File: src/rtl/idle_pkg.sv
package idle_pkg;
  localparam int STW = 3;
  typedef logic [STW-1:0] cstate_t;

  localparam cstate_t ST_ACT = 3'd0;
  localparam cstate_t ST_L1  = 3'd1;
  localparam cstate_t ST_L1E = 3'd2;
  localparam cstate_t ST_L3  = 3'd3;
  localparam cstate_t ST_L6  = 3'd4;
  localparam cstate_t ST_L7  = 3'd5;

  function automatic logic is_req_code(input cstate_t c);
    return (c == ST_L1) || (c == ST_L3) || (c == ST_L6) || (c == ST_L7);
  endfunction
endpackage

File: src/rtl/idle_thread_trk.sv
module idle_thread_trk
  import idle_pkg::*;
(
  input  logic    clk,
  input  logic    rst,
  input  logic    req_valid,
  input  cstate_t req_code,
  input  logic    halt_req,
  input  logic    wake,
  output cstate_t state
);
  cstate_t state_q;
  cstate_t pend_q;
  logic    pend_vld_q;
  cstate_t tgt;
  logic    tgt_ok;

  always_comb begin
    tgt    = halt_req ? ST_L1 : req_code;
    tgt_ok = halt_req | (req_valid & is_req_code(req_code));
  end

  always_ff @(posedge clk) begin
    if (rst) begin
      state_q    <= ST_ACT;
      pend_q     <= ST_ACT;
      pend_vld_q <= 1'b0;
    end else if (wake) begin
      state_q    <= ST_ACT;
      pend_vld_q <= 1'b0;
    end else if (tgt_ok) begin
      if (state_q == ST_ACT || state_q == tgt) begin
        state_q    <= tgt;
        pend_vld_q <= 1'b0;
      end else begin
        state_q    <= ST_ACT;
        pend_q     <= tgt;
        pend_vld_q <= 1'b1;
      end
    end else if (pend_vld_q) begin
      state_q    <= pend_q;
      pend_vld_q <= 1'b0;
    end
  end

  assign state = state_q;
endmodule

File: src/rtl/idle_core_merge.sv
module idle_core_merge
  import idle_pkg::*;
#(
  parameter int NT = 2
) (
  input  logic [NT*STW-1:0] thr_state,
  input  logic              c1e_en,
  input  logic              pkg_idle_ok,
  output cstate_t           target
);
  cstate_t shallow [NT];

  assign shallow[0] = thr_state[STW-1:0];

  generate
    for (genvar i = 1; i < NT; i++) begin : g_min
      cstate_t cur;
      assign cur        = thr_state[i*STW +: STW];
      assign shallow[i] = (cur < shallow[i-1]) ? cur : shallow[i-1];
    end
  endgenerate

  always_comb begin
    target = shallow[NT-1];
    if (target == ST_L1 && c1e_en && pkg_idle_ok)
      target = ST_L1E;
  end
endmodule

File: src/rtl/idle_core_seq.sv
module idle_core_seq
  import idle_pkg::*;
(
  input  logic    clk,
  input  logic    rst,
  input  cstate_t target,
  output cstate_t core_state,
  output logic    enter_strb,
  output logic    exit_strb
);
  cstate_t core_q;
  cstate_t nxt;
  logic    enter_q;
  logic    exit_q;

  always_comb begin
    if (core_q != ST_ACT && target != ST_ACT && target != core_q)
      nxt = ST_ACT;
    else
      nxt = target;
  end

  always_ff @(posedge clk) begin
    if (rst) begin
      core_q  <= ST_ACT;
      enter_q <= 1'b0;
      exit_q  <= 1'b0;
    end else begin
      core_q  <= nxt;
      enter_q <= (nxt != core_q) && (nxt != ST_ACT);
      exit_q  <= (nxt != core_q) && (nxt == ST_ACT);
    end
  end

  assign core_state = core_q;
  assign enter_strb = enter_q;
  assign exit_strb  = exit_q;
endmodule

File: src/rtl/idle_resolver.sv
module idle_resolver
  import idle_pkg::*;
#(
  parameter int NT = 2
) (
  input  logic              clk,
  input  logic              rst,
  input  logic [NT-1:0]     req_valid,
  input  logic [NT*STW-1:0] req_code,
  input  logic [NT-1:0]     halt_req,
  input  logic [NT-1:0]     wake,
  input  logic              c1e_en,
  input  logic              pkg_idle_ok,
  output logic [NT*STW-1:0] thread_state,
  output logic [STW-1:0]    core_state,
  output logic              enter_strb,
  output logic              exit_strb
);
  cstate_t target;

  generate
    for (genvar t = 0; t < NT; t++) begin : g_thr
      idle_thread_trk u_trk (
        .clk       (clk),
        .rst       (rst),
        .req_valid (req_valid[t]),
        .req_code  (req_code[t*STW +: STW]),
        .halt_req  (halt_req[t]),
        .wake      (wake[t]),
        .state     (thread_state[t*STW +: STW])
      );
    end
  endgenerate

  idle_core_merge #(.NT(NT)) u_merge (
    .thr_state   (thread_state),
    .c1e_en      (c1e_en),
    .pkg_idle_ok (pkg_idle_ok),
    .target      (target)
  );

  idle_core_seq u_seq (
    .clk        (clk),
    .rst        (rst),
    .target     (target),
    .core_state (core_state),
    .enter_strb (enter_strb),
    .exit_strb  (exit_strb)
  );
endmodule

File: config.mk
export PLATFORM = sky130hd
export DESIGN_NAME = idle_resolver
export DESIGN_NICKNAME = d
export VERILOG_FILES = /design/src/rtl/idle_pkg.sv /design/src/rtl/idle_thread_trk.sv /design/src/rtl/idle_core_merge.sv /design/src/rtl/idle_core_seq.sv /design/src/rtl/idle_resolver.sv
export SDC_FILE = /design/constraint.sdc
export NUM_CORES = 1
export LEC_CHECK = 0
export ABC_AREA = 1
export BUFFER_PORTS_ARGS = -buffer_cell sky130_fd_sc_hd__buf_4
export CAP_MARGIN = 0
export CORE_MARGIN = 2
export CORE_UTILIZATION = 58
export DETAILED_ROUTE_END_ITERATION = 8
export HOLD_SLACK_MARGIN = 0.02
export PLACE_DENSITY = 0.84
export SETUP_SLACK_MARGIN = 0.05
export SYNTH_ARGS = -nofsm -noshare
export SYNTH_HDL_FRONTEND = slang
export SYNTH_HIERARCHICAL = 1
export SYNTH_SLANG_ARGS = --single-unit
File: constraint.sdc
create_clock -name clk -period 5.7 [get_ports clk]
set_input_delay 0.855 -clock clk [delete_from_list [all_inputs] [get_ports clk]]
set_output_delay 0.855 -clock clk [all_outputs]
set_load 0.01 [all_outputs]
==> results.json <==
{
  "status": "finished, final reports clean",
  "hold_slack_ns": 0.5155,
  "cpMostUsedCell": "nand2_1",
  "p_int_mw": 0.2181,
  "rsz0062_at_grt": "false",
  "end_kind": "register",
  "yosys_warnings": 6,
  "dieHeight_um": 51.48,
  "power_switching_mw": 0.1238,
  "synth.distinct_cells": 19,
  "area_growth_pct": 19.71,
  "cts_tree": "built",
  "critPathTopFamily": "simple AND/OR/NAND/NOR gates",
  "synth.largest_area_cell": "dfxtp_1",
  "power_frac_comb": 0.354,
  "path_clk_slew_ns": 0.11,
  "io_pins": 27,
  "fin_tns_setup_ns": 0,
  "power_frac_clock": 0.204,
  "grt_pass1_vias": 1166,
  "post_synth.cell_area_avg_um2": 6.226,
  "synth_nets": 228,
  "final_nets": 259,
  "viasPerCell": 4.765,
  "path_cells": "inv_1 -> ha_1 -> nand2_2 -> nand2_1 -> nand2_1 -> nand2_2 -> nor2_4 -> nand3_1 -> nand2_1 -> inv_1 -> nand2_1 -> nand2_1 -> nor2_2 -> nand2_2 -> nand2_2 -> nand2_1 -> nor2_1",
  "ys_seq_elements": 19,
  "synth_seq_area_share": 0.2909,
  "synthCells": 210,
  "num_vias": 1277,
  "power_density_nw_per_um2": 218.4,
  "finClkSkew_ns": 0.004074,
  "detail-route-antenna-nets": 0,
  "grt_pass1_wl_um": 4519,
  "critPathKind": "reg2reg",
  "grt_max_degree": 12,
  "dr.pass1.iters": 4,
  "critPathRequiredTime_ns": 5.95,
  "clk-insertion-delay-late_ns": 0.30,
  "post_cts_buffers": 0,
  "cts_max_level": 1,
  "hold_class": "reg2reg",
  "ir_drop_v": 0.0001385,
  "crit_slowest_cell": "dfxtp_1",
  "dpl.hpwl_um": 2106,
  "leakage_nw": 0.8120,
  "final_common_cell": "nand2_1",
  "worst_pin_slew_ns": 0.2673,
  "grt_overflow_total": 0,
  "grt_usage": 0.2259,
  "gp_congestion": 0.8499,
  "grt_use_met1": 0.2659,
  "cts_buffer_depth": 2,
  "synth_area_leaders": "dfxtp_1 29%, nand2_1 18%, inv_1 11%",
  "slew_violations": 0,
  "critPathBufInv": 2,
  "final_cell_mix": "61 x nand2_1, 39 x inv_1, 26 x nor2_1, 26 x buf_4, 19 x dfxtp_1",
  "drt-total-wl_um": 2669,
  "dp.cells": 264,
  "power_mw": 0.3419,
  "core_area_um2": 2170,
  "slew_headroom": 0.8199,
  "synth_top_area_share": 0.2909,
  "cts_root_buffer": "clkbuf_4",
  "clkSinkCount": 19,
  "swShare": 0.3621,
  "synth_area_um2": 1308,
  "period_minus_slack_ns": 2.008,
  "seqPwrFrac": 0.442,
  "hold_viol": 0,
  "antenna_found_initial": 0,
  "initial_core_util": 0.6027,
  "numPortBuffers": 26,
  "top_usage_layer": "met2",
  "use_met2": 0.4038,
  "report.final.setup_viol": 0,
  "gr-usage-met3": 0.03801,
  "dieArea_um2": 2650,
  "cp-start-kind": "register",
  "period_share": 0.3523,
  "antenna_cells": 0,
  "drive_gt1_frac": 0.2500,
  "ctsHoldBuffers": 0,
  "cts_resized": 0,
  "max_freq_ghz": 0.4979,
  "drc_errors": 0,
  "critPathArrivalTime_ns": 2.25,
  "critPathMaxStageDelay_ns": 0.42,
  "finalNonFillerCells": 268,
  "maxCapViolCount": 0,
  "row_count": 17,
  "dieWidth_um": 51.48,
  "worst-path-max-fanout": 6,
  "drt_iter0_markers": 25,
  "cts_made_buffers": 3,
  "wl_per_cell_um": 9.959
}
## power groups by stage
stage	combinational (mW)	sequential [mW]	clock (mW)
final	0.121	0.151	0.0697
after global routing	0.137	0.152	0.0763
after CTS	0.121	0.151	0.0720
after detailed placement	0.120	0.154	0
after global placement	0.118	0.154	0
after floorplan	0.0813	0.157	0
## kinds of logic after synthesis
family	synth area share
adders and majority gates	0.01914
AOI/OAI and AO/OA	0.1321
and+or+nand+nor	0.4344
buffers and inverters	0.1234
DFF	0.2909
## flip-flops by register name, summed over array words and instances (netlist names)
register                cells
u_seq/core_state            3
g_thr.u_trk/state           6
g_thr.u_trk/pend_vld_q      2
g_thr.u_trk/pend_q          6
u_seq/exit_strb             1
u_seq/enter_strb            1
## layer usage
metal,part of all wire,wire (um)
met3,0.031,82
met4,0.012,31
met2,0.50,1331
met5,0,0
met1,0.46,1224
## per-stage QoR
step | cell area [um^2] | worst slack, ns | utilization
after global placement | 1538 | 3.736 | 0.7088
after floorplan | 1308 | 3.831 | -
final | 1565 | 3.692 | 0.7215
after CTS | 1565 | 3.699 | 0.7215
after detailed placement | 1538 | 3.732 | 0.7088
after global routing | 1565 | 3.490 | 0.7215
## final timing paths
path | depth (start not counted) | endpoint | from | slack [ns]
max | 17 | u_seq/core_state[2] | g_thr[0].u_trk/state[2] | 3.69
min | 4 | g_thr[0].u_trk/pend_q[1] | g_thr[0].u_trk/pend_q[1] | 0.52
max reg2reg | 17 | u_seq/core_state[2] | g_thr[0].u_trk/state[2] | 3.69
min reg2reg | 4 | g_thr[0].u_trk/pend_q[1] | g_thr[0].u_trk/pend_q[1] | 0.52
## worst register-to-register path: stages, from the launching register on
cell and delay [ns]:
dfxtp_1 0.42, inv_1 0.07, ha_1 0.34, nand2_2 0.09, nand2_1 0.05, nand2_1 0.06, nand2_2 0.09, nor2_4 0.10
nand3_1 0.07, nand2_1 0.11, inv_1 0.06, nand2_1 0.05, nand2_1 0.05, nor2_2 0.11, nand2_2 0.07, nand2_2 0.07
nand2_1 0.05, nor2_1 0.07
## cells in the mapped netlist
cell,n
a21oi_1,2
a21oi_2,6
dfxtp_1,19
ha_1,2
inv_1,39
inv_2,4
nand2_1,61
nand2_2,7
nand3_1,17
nand3_2,3
nand4_4,2
nor2_1,26
nor2_2,3
nor2_4,1
nor3_1,2
o21ai_0,6
o21ai_1,6
o21ai_2,2
o21ai_4,2
## final cells by class
class | instances | area (um^2)
Timing Repair Buffer | 26 | 195.2
Inverter | 43 | 161.4
Multi-Input combinational cell | 148 | 765.7
Clock inverter | 1 | 5.005
Clock buffer | 3 | 22.52
Tap cell | 28 | 35.03
Sequential cell | 19 | 380.4
Fill cell | 206 | 604.3
Note: power is estimated with default switching activity, not from simulation.
